### config.mk
export PLATFORM = sky130hd
export DESIGN_NAME = dram_slot_seq
export DESIGN_NICKNAME = d
export VERILOG_FILES = /design/src/rtl/dss_pkg.sv /design/src/rtl/dss_phase.sv /design/src/rtl/dss_owner.sv /design/src/rtl/dss_dram_if.sv /design/src/rtl/dss_cpu_gate.sv /design/src/rtl/dram_slot_seq.sv
export SDC_FILE = /design/constraint.sdc
export NUM_CORES = 1
export LEC_CHECK = 0
export ABC_AREA = 1
export CAP_MARGIN = 0
export CORE_MARGIN = 1
export CORE_UTILIZATION = 43
export DETAILED_ROUTE_END_ITERATION = 8
export PLACE_DENSITY = 0.76
export SYNTH_ARGS = -nofsm -noshare
export SYNTH_HDL_FRONTEND = slang
export SYNTH_HIERARCHICAL = 1
export SYNTH_SLANG_ARGS = --single-unit
### constraint.sdc
create_clock -name clk -period 1.75 [get_ports clk]
set_input_delay 0.4375 -clock clk [delete_from_list [all_inputs] [get_ports clk]]
set_output_delay 0.4375 -clock clk [all_outputs]
set_load 0.02 [all_outputs]
### src/rtl/dss_pkg.sv
package dss_pkg;

  typedef enum logic [1:0] {
    OWN_IDLE = 2'd0,
    OWN_VID  = 2'd1,
    OWN_CPU  = 2'd2
  } own_e;

  // Slot attributes frozen at the end of phase 0
  typedef struct packed {
    own_e own;   // who holds the slot
    logic hi;    // CPU cycle targets the upper region
    logic acc;   // a DRAM cycle runs in this slot
    logic act;   // display window was open
    logic wide;  // 80-byte line class
    logic wr;    // DRAM cycle is a CPU write
  } slot_t;

  localparam slot_t SLOT_IDLE = '{own: OWN_IDLE, hi: 1'b0, acc: 1'b0,
                                  act: 1'b0, wide: 1'b0, wr: 1'b0};

endpackage

### src/rtl/dss_phase.sv
module dss_phase #(
  parameter  int NPH = 8,
  localparam int PHW = $clog2(NPH)
) (
  input  logic           clk,
  input  logic           rst,
  output logic [PHW-1:0] ph,
  output logic [PHW-1:0] ph_nx,
  output logic           go,
  output logic           par
);

  localparam logic [PHW-1:0] PH_LAST = PHW'(NPH - 1);

  always_comb begin
    ph_nx = (ph == PH_LAST) ? '0 : ph + 1'b1;
    go    = (ph == '0);
  end

  // par is the parity of the slot now in phase 0
  always_ff @(posedge clk) begin
    if (rst) begin
      ph  <= '0;
      par <= 1'b0;
    end else begin
      ph <= ph_nx;
      if (go) par <= ~par;
    end
  end

  a_r2_slot_wraps: assert property (@(posedge clk) disable iff (rst)
    (ph == PH_LAST) |=> (ph == '0));

  a_r7_parity_alternates: assert property (@(posedge clk) disable iff (rst)
    go |=> (par != $past(par)));

endmodule

### src/rtl/dss_owner.sv
module dss_owner
  import dss_pkg::*;
(
  input  logic act,
  input  logic wide,
  input  logic enh,
  input  logic par,
  output own_e own
);

  always_comb begin
    if (act) begin
      own = (wide || !par) ? OWN_VID : OWN_CPU;
    end else if (enh || par) begin
      own = OWN_CPU;
    end else begin
      own = OWN_IDLE;
    end
  end

endmodule

### src/rtl/dss_dram_if.sv
module dss_dram_if #(
  parameter  int NW    = 4,
  parameter  int AW    = 15,
  parameter  int NPH   = 8,
  parameter  int P_RAS = 1,
  parameter  int P_WE  = 2,
  parameter  int P_C0  = 3,
  parameter  int P_C0E = 4,
  parameter  int P_C1A = 5,
  parameter  int P_C1  = 6,
  localparam int PHW   = $clog2(NPH),
  localparam int BW    = 2 * NW,
  localparam int RW    = (AW + 1) / 2,
  localparam int COLB  = RW - 1
) (
  input  logic           clk,
  input  logic           rst,
  input  logic [PHW-1:0] ph,
  input  logic [PHW-1:0] ph_nx,
  input  logic           acc,
  input  logic           wr,
  input  logic [AW-1:0]  addr,
  input  logic [BW-1:0]  wdat,
  input  logic [NW-1:0]  dq_i,
  output logic           ras_n,
  output logic           cas_n,
  output logic           we_n,
  output logic [RW-1:0]  a,
  output logic [NW-1:0]  dq_o,
  output logic           dq_oe,
  output logic [BW-1:0]  rbyte
);

  logic [RW-1:0] row, col0, col1;
  logic          in_ras, in_cas, in_wr;
  logic [NW-1:0] nib0;

  always_comb begin
    row    = addr[AW-1:COLB];
    col0   = {addr[COLB-1:0], 1'b0};
    col1   = {addr[COLB-1:0], 1'b1};
    in_ras = acc && (ph_nx >= PHW'(P_RAS)) && (ph_nx <= PHW'(P_C1));
    in_cas = acc && ((ph_nx == PHW'(P_C0)) || (ph_nx == PHW'(P_C0E)) ||
                     (ph_nx == PHW'(P_C1)));
    in_wr  = acc && wr && (ph_nx >= PHW'(P_WE)) && (ph_nx <= PHW'(P_C1));
  end

  always_ff @(posedge clk) begin
    if (rst) begin
      ras_n <= 1'b1;
      cas_n <= 1'b1;
      we_n  <= 1'b1;
      dq_oe <= 1'b0;
      a     <= '0;
      dq_o  <= '0;
      nib0  <= '0;
      rbyte <= '0;
    end else begin
      ras_n <= ~in_ras;
      cas_n <= ~in_cas;
      we_n  <= ~in_wr;
      dq_oe <= in_wr;
      if (ph_nx <= PHW'(P_RAS))     a <= row;
      else if (ph_nx < PHW'(P_C1A)) a <= col0;
      else                          a <= col1;
      dq_o <= (ph_nx < PHW'(P_C1A)) ? wdat[NW-1:0] : wdat[BW-1:NW];
      if (ph == PHW'(P_C0E)) nib0  <= dq_i;
      if (ph == PHW'(P_C1))  rbyte <= {dq_i, nib0};
    end
  end

  a_r2_ras_falls_in_phase1: assert property (@(posedge clk) disable iff (rst)
    $fell(ras_n) |-> (ph == PHW'(P_RAS)));

  a_r2_ras_high_in_phase0: assert property (@(posedge clk) disable iff (rst)
    (ph == '0) |-> ras_n);

  a_r3_cas_inside_ras: assert property (@(posedge clk) disable iff (rst)
    !cas_n |-> !ras_n);

  a_r3_column_steady: assert property (@(posedge clk) disable iff (rst)
    (!cas_n && $past(!cas_n)) |-> $stable(a));

  a_r11_we_with_drive: assert property (@(posedge clk) disable iff (rst)
    !we_n |-> dq_oe);

endmodule

### src/rtl/dss_cpu_gate.sv
module dss_cpu_gate
  import dss_pkg::*;
#(
  parameter  int NPH   = 8,
  localparam int PHW   = $clog2(NPH),
  localparam int P_END = NPH - 1
) (
  input  logic           clk,
  input  logic           rst,
  input  logic [PHW-1:0] ph,
  input  logic [PHW-1:0] ph_nx,
  input  logic           hi,
  input  own_e           own,
  output logic           cpu_ce,
  output logic           vid_valid
);

  always_ff @(posedge clk) begin
    if (rst) begin
      cpu_ce    <= 1'b0;
      vid_valid <= 1'b0;
    end else begin
      cpu_ce    <= (ph_nx == PHW'(P_END)) && (hi || (own == OWN_CPU));
      vid_valid <= (ph_nx == PHW'(P_END)) && (own == OWN_VID);
    end
  end

  a_r9_ce_last_phase_only: assert property (@(posedge clk) disable iff (rst)
    cpu_ce |-> (ph == PHW'(P_END)));

  a_r4_valid_last_phase_only: assert property (@(posedge clk) disable iff (rst)
    vid_valid |-> (ph == PHW'(P_END)));

endmodule

### src/rtl/dram_slot_seq.sv
module dram_slot_seq
  import dss_pkg::*;
#(
  parameter  int NW  = 4,
  parameter  int AW  = 15,
  parameter  int NPH = 8,
  localparam int BW  = 2 * NW,
  localparam int RW  = (AW + 1) / 2,
  localparam int PHW = $clog2(NPH)
) (
  input  logic          clk,
  input  logic          rst,
  input  logic          mode_wide,
  input  logic          disp_active,
  input  logic          enh_en,
  input  logic [AW-1:0] vid_addr,
  output logic [BW-1:0] vid_data,
  output logic          vid_valid,
  input  logic [AW:0]   cpu_addr,
  input  logic          cpu_wr,
  input  logic [BW-1:0] cpu_wdata,
  output logic [BW-1:0] cpu_rdata,
  output logic          cpu_ce,
  output logic          ram_ras_n,
  output logic          ram_cas_n,
  output logic          ram_we_n,
  output logic [RW-1:0] ram_a,
  output logic [NW-1:0] ram_dq_o,
  output logic          ram_dq_oe,
  input  logic [NW-1:0] ram_dq_i
);

  localparam logic [PHW-1:0] PH_END = PHW'(NPH - 1);

  logic [PHW-1:0] ph, ph_nx;
  logic           go, par;
  own_e           own_new;
  slot_t          sl_new, sl_q, sl_d;
  logic [AW-1:0]  addr_new, addr_q, addr_d;
  logic [BW-1:0]  wdat_q, wdat_d;
  logic [BW-1:0]  rbyte;

  dss_phase #(.NPH(NPH)) u_phase (
    .clk   (clk),
    .rst   (rst),
    .ph    (ph),
    .ph_nx (ph_nx),
    .go    (go),
    .par   (par)
  );

  dss_owner u_owner (
    .act  (disp_active),
    .wide (mode_wide),
    .enh  (enh_en),
    .par  (par),
    .own  (own_new)
  );

  always_comb begin
    sl_new.own  = own_new;
    sl_new.hi   = cpu_addr[AW];
    sl_new.acc  = (own_new == OWN_VID) || ((own_new == OWN_CPU) && !cpu_addr[AW]);
    sl_new.act  = disp_active;
    sl_new.wide = mode_wide;
    sl_new.wr   = (own_new == OWN_CPU) && !cpu_addr[AW] && cpu_wr;
    addr_new    = (own_new == OWN_CPU) ? cpu_addr[AW-1:0] : vid_addr;
    sl_d        = go ? sl_new    : sl_q;
    addr_d      = go ? addr_new  : addr_q;
    wdat_d      = go ? cpu_wdata : wdat_q;
  end

  // Slot attributes frozen at the end of phase 0
  always_ff @(posedge clk) begin
    if (rst) begin
      sl_q   <= SLOT_IDLE;
      addr_q <= '0;
      wdat_q <= '0;
    end else if (go) begin
      sl_q   <= sl_new;
      addr_q <= addr_new;
      wdat_q <= cpu_wdata;
    end
  end

  dss_dram_if #(.NW(NW), .AW(AW), .NPH(NPH)) u_dram (
    .clk   (clk),
    .rst   (rst),
    .ph    (ph),
    .ph_nx (ph_nx),
    .acc   (sl_d.acc),
    .wr    (sl_d.wr),
    .addr  (addr_d),
    .wdat  (wdat_d),
    .dq_i  (ram_dq_i),
    .ras_n (ram_ras_n),
    .cas_n (ram_cas_n),
    .we_n  (ram_we_n),
    .a     (ram_a),
    .dq_o  (ram_dq_o),
    .dq_oe (ram_dq_oe),
    .rbyte (rbyte)
  );

  dss_cpu_gate #(.NPH(NPH)) u_gate (
    .clk       (clk),
    .rst       (rst),
    .ph        (ph),
    .ph_nx     (ph_nx),
    .hi        (sl_d.hi),
    .own       (sl_d.own),
    .cpu_ce    (cpu_ce),
    .vid_valid (vid_valid)
  );

  assign vid_data  = rbyte;
  assign cpu_rdata = rbyte;

  a_r5_slot_held: assert property (@(posedge clk) disable iff (rst)
    !go |=> ($stable(sl_q) && $stable(addr_q) && $stable(wdat_q)));

  a_r6_wide_blocks_low_cpu: assert property (@(posedge clk) disable iff (rst)
    ((ph == PH_END) && sl_q.act && sl_q.wide && !sl_q.hi) |-> !cpu_ce);

  a_r9_high_never_stalls: assert property (@(posedge clk) disable iff (rst)
    ((ph == PH_END) && sl_q.hi) |-> cpu_ce);

  a_r8_idle_slot_quiet: assert property (@(posedge clk) disable iff (rst)
    (sl_q.own == OWN_IDLE) |-> (ram_ras_n && ram_cas_n && ram_we_n));

endmodule

==> out/metrics.yaml <==
clock_tree:
  cts-root-buf: "clkbuf_8"
  clockBufferDepth: 2
  path_clk_slew_ns: 0.07
  clkLatencyLatePin_ns: 0.33
  cts_buffers: 9
  h-tree-depth: 3
  hold_buffers: 0
  cts_sinks: 62
  cts_tree: "built"
synthesis:
  synth.distinct_cells: 26
  ys_seq_area_share_pct: 41.21
  syn-cell-area_sq_um: 3012
  synth_area_per_cell_sq_um: 7.171
  yosys_warnings: 6
  syn-num-nets: 472
  ys_seq_elements: 62
  synth_cells: 420
critical_path:
  start_kind: "register"
  r2r-start: "u_phase/ph[0]"
  worstSetupEndpointType: "primary output"
  cp_slowest_cell: "clkdlybuf4s50_1"
  cp.buffers_inverters: 1
  path_delay_family: "buffers and inverters"
  r2r_end: "u_dram/we_n"
  rrSetupSlack_ns: 0.03
  arrival_ns: 1.28
  crit_required_ns: 1.31
  crit_fanout: 1
  crit_type: "reg2out"
  reg2regPathDepth: 13
  worstSetupStartpoint: "u_dram/ras_n"
  crit_chain: "clkdlybuf4s50_1"
  slowest_delay_ns: 0.61
floorplan:
  die_h_microns: 85.69
  core_sq_um: 6794
  fp.dieW_microns: 85.69
  io_pins: 83
  start_util_pct: 44.33
  row_count: 30
  dieArea_sq_um: 7343
min_path:
  hp-class: "reg2reg"
  hold_path_end: "wdat_q[4]"
  min_path_cells: 2
  hold_path.startpoint: "wdat_q[4]"
sta:
  timing.fmax_ghz: 0.5824
  fin_hold_ws_ns: 0.4729
  tns_ns: 0
  setup_viol_count_final: 0
  relSlewSlack_pct: 69.18
  hold_violations: 0
  fin_crit_ns: 1.717
  min_period_over_period_pct: 98.12
  slew_viol_final: 0
  worst_slew_pin_slew_ns: 0.4606
  finClkSkew_ns: 0.008585
drt:
  via_per_inst: 4.530
  drtAntennaViolNets: 0
  wl_microns: 7566
  routedWlPerCell_microns: 11.97
  route.detailed.drc: 0
  dr.first_iter.drc_count: 127
  via_count: 2863
  dr.pass1.iters: 4
final_layout:
  final_design_area_no_fill_sq_um: 4493
  area_growth_pct: 49.19
  final_cells: 632
  num_antenna_cells: 0
  finalNetCount: 583
  drive_gt1_share_pct: 22.95
  fin_util_pct: 66.13
place:
  port_buffers: 82
  dp_cells: 608
  dpl.hpwl_microns: 4908
  place_congestion: 0.8125
  postPlaceCellArea_sq_um: 4075
power:
  p_per_area_nw_per_um2: 1011
  power.leakage_nw: 2.348
  irDropWorstVdd_uv: 543.3
grt:
  grt_max_degree: 27
  grt-ovfl-total: 0
  grt_pass1_wl_microns: 11540
  grt_antenna_before_repair: 0
  grt_pass1_vias: 2593
  grt.total_usage_pct: 20.36
run:
  drv_cap: 0
status:
  outcome: "finished clean"
cells in the final DEF (no fill, tap or decap), types with 2 or more instances in the layout:
cell / count
a21oi_1: 20
buf_12: 4
buf_4: 36
buf_6: 3
bufinv_16: 3
clkbuf_1: 2
clkbuf_8: 11
clkdlybuf4s50_1: 69
dfxtp_1: 61
dlymetal6s2s_1: 13
ha_1: 2
inv_1: 55
inv_2: 7
inv_4: 2
nand2_1: 77
nand2_2: 20
nand3_1: 28
nand3_2: 11
nand3b_1: 5
nor2_1: 70
nor2_2: 12
nor2_4: 5
o21ai_0: 2
o21ai_1: 6
cell usage after synthesis (all sizes together):
master  number  area [sq um]
nand2       98         431.7
nor2        87         366.6
inv         65         251.5
dfxtp       62          1241
nand3       40         267.8
buf         25         197.7
a21oi       21         105.1
o21ai       10         50.04
nand3b       5         37.54
ha           3         37.54
a211oi       1         7.510
nor2b        1         6.260
nor3         1         5.000
or2          1         6.260
registers in the layout, indices dropped and copies added (netlist names):
register	flops
wdat_q	8
u_dram/dq_o	4
u_dram/we_n	1
u_phase/ph	3
u_gate/cpu_ce	1
u_dram/a	8
u_dram/dq_oe	1
u_dram/ras_n	1
u_dram/nib0	4
u_dram/cas_n	1
addr_q	15
u_dram/rbyte	8
sl_q	5
u_phase/par	1
u_gate/vid_valid	1
metrics by stage:
step / setup WS, ns / total power [W]
after CTS: 0.0004996 / 0.004447
after global placement: -0.2659 / 0.002854
final: 0.03282 / 0.004543
after detailed placement: -0.3359 / 0.002883
after global routing: -0.05535 / 0.004755
after floorplan: 0.05888 / 0.002368
kinds of logic (layout without fill, tap and decap cells):
kind of cell | after synthesis | count (layout) | synth area share, %
and+or+nand+nor | 233 | 233 | 37.22
adders and majority gates | 3 | 3 | 1.246
DFF | 62 | 62 | 41.21
buffers and inverters | 90 | 206 | 14.91
AOI/OAI and AO/OA | 32 | 32 | 5.401
cell type report:
type	instances	area (sq um)
clock buffer	13	158.9
clock inverter	3	90.09
fill	556	2301
inverter	65	254.0
multi-input combinational	268	1390
sequential	62	1242
tap	96	120.1
timing repair buffer	125	1237
worst max path at each step:
stage / end / slack [ns] / cells after the start
after floorplan: u_dram/we_n / 0.06 / 15
after global placement: u_dram/a[7] / -0.27 / 12
after detailed placement: u_dram/a[5] / -0.34 / 12
after CTS: cpu_rdata[6] / 0.0005 / 1
after global routing: u_dram/we_n / -0.06 / 13
final: ram_ras_n / 0.03 / 1
where the power goes:
part | switching (W) | total [W] | internal, W
clock network | 0.000542 | 0.00157 | 0.00103
registers | 0.0000519 | 0.00161 | 0.00156
logic | 0.000716 | 0.00136 | 0.000647
total | 0.00131 | 0.00454 | 0.00323
routing by layer:
| layer | GRT usage [%] | vias up | part of all wire [%] |
|---|---|---|---|
| li1 | - | 1487 | - |
| met1 | 24.80 | 1276 | 44 |
| met2 | 34.25 | 90 | 49 |
| met3 | 4.139 | 10 | 4.5 |
| met4 | 10.15 | 0 | 1.6 |
| met5 | 0 | - | 0 |
repair_timing:
item,CTS,global route
resized for setup,1,42
setup buffers,0,8
pin swaps,0,12
endpoints found under the setup margin,1,33
endpoints found under the hold margin,0,0
(Power assumes the default switching activity.)
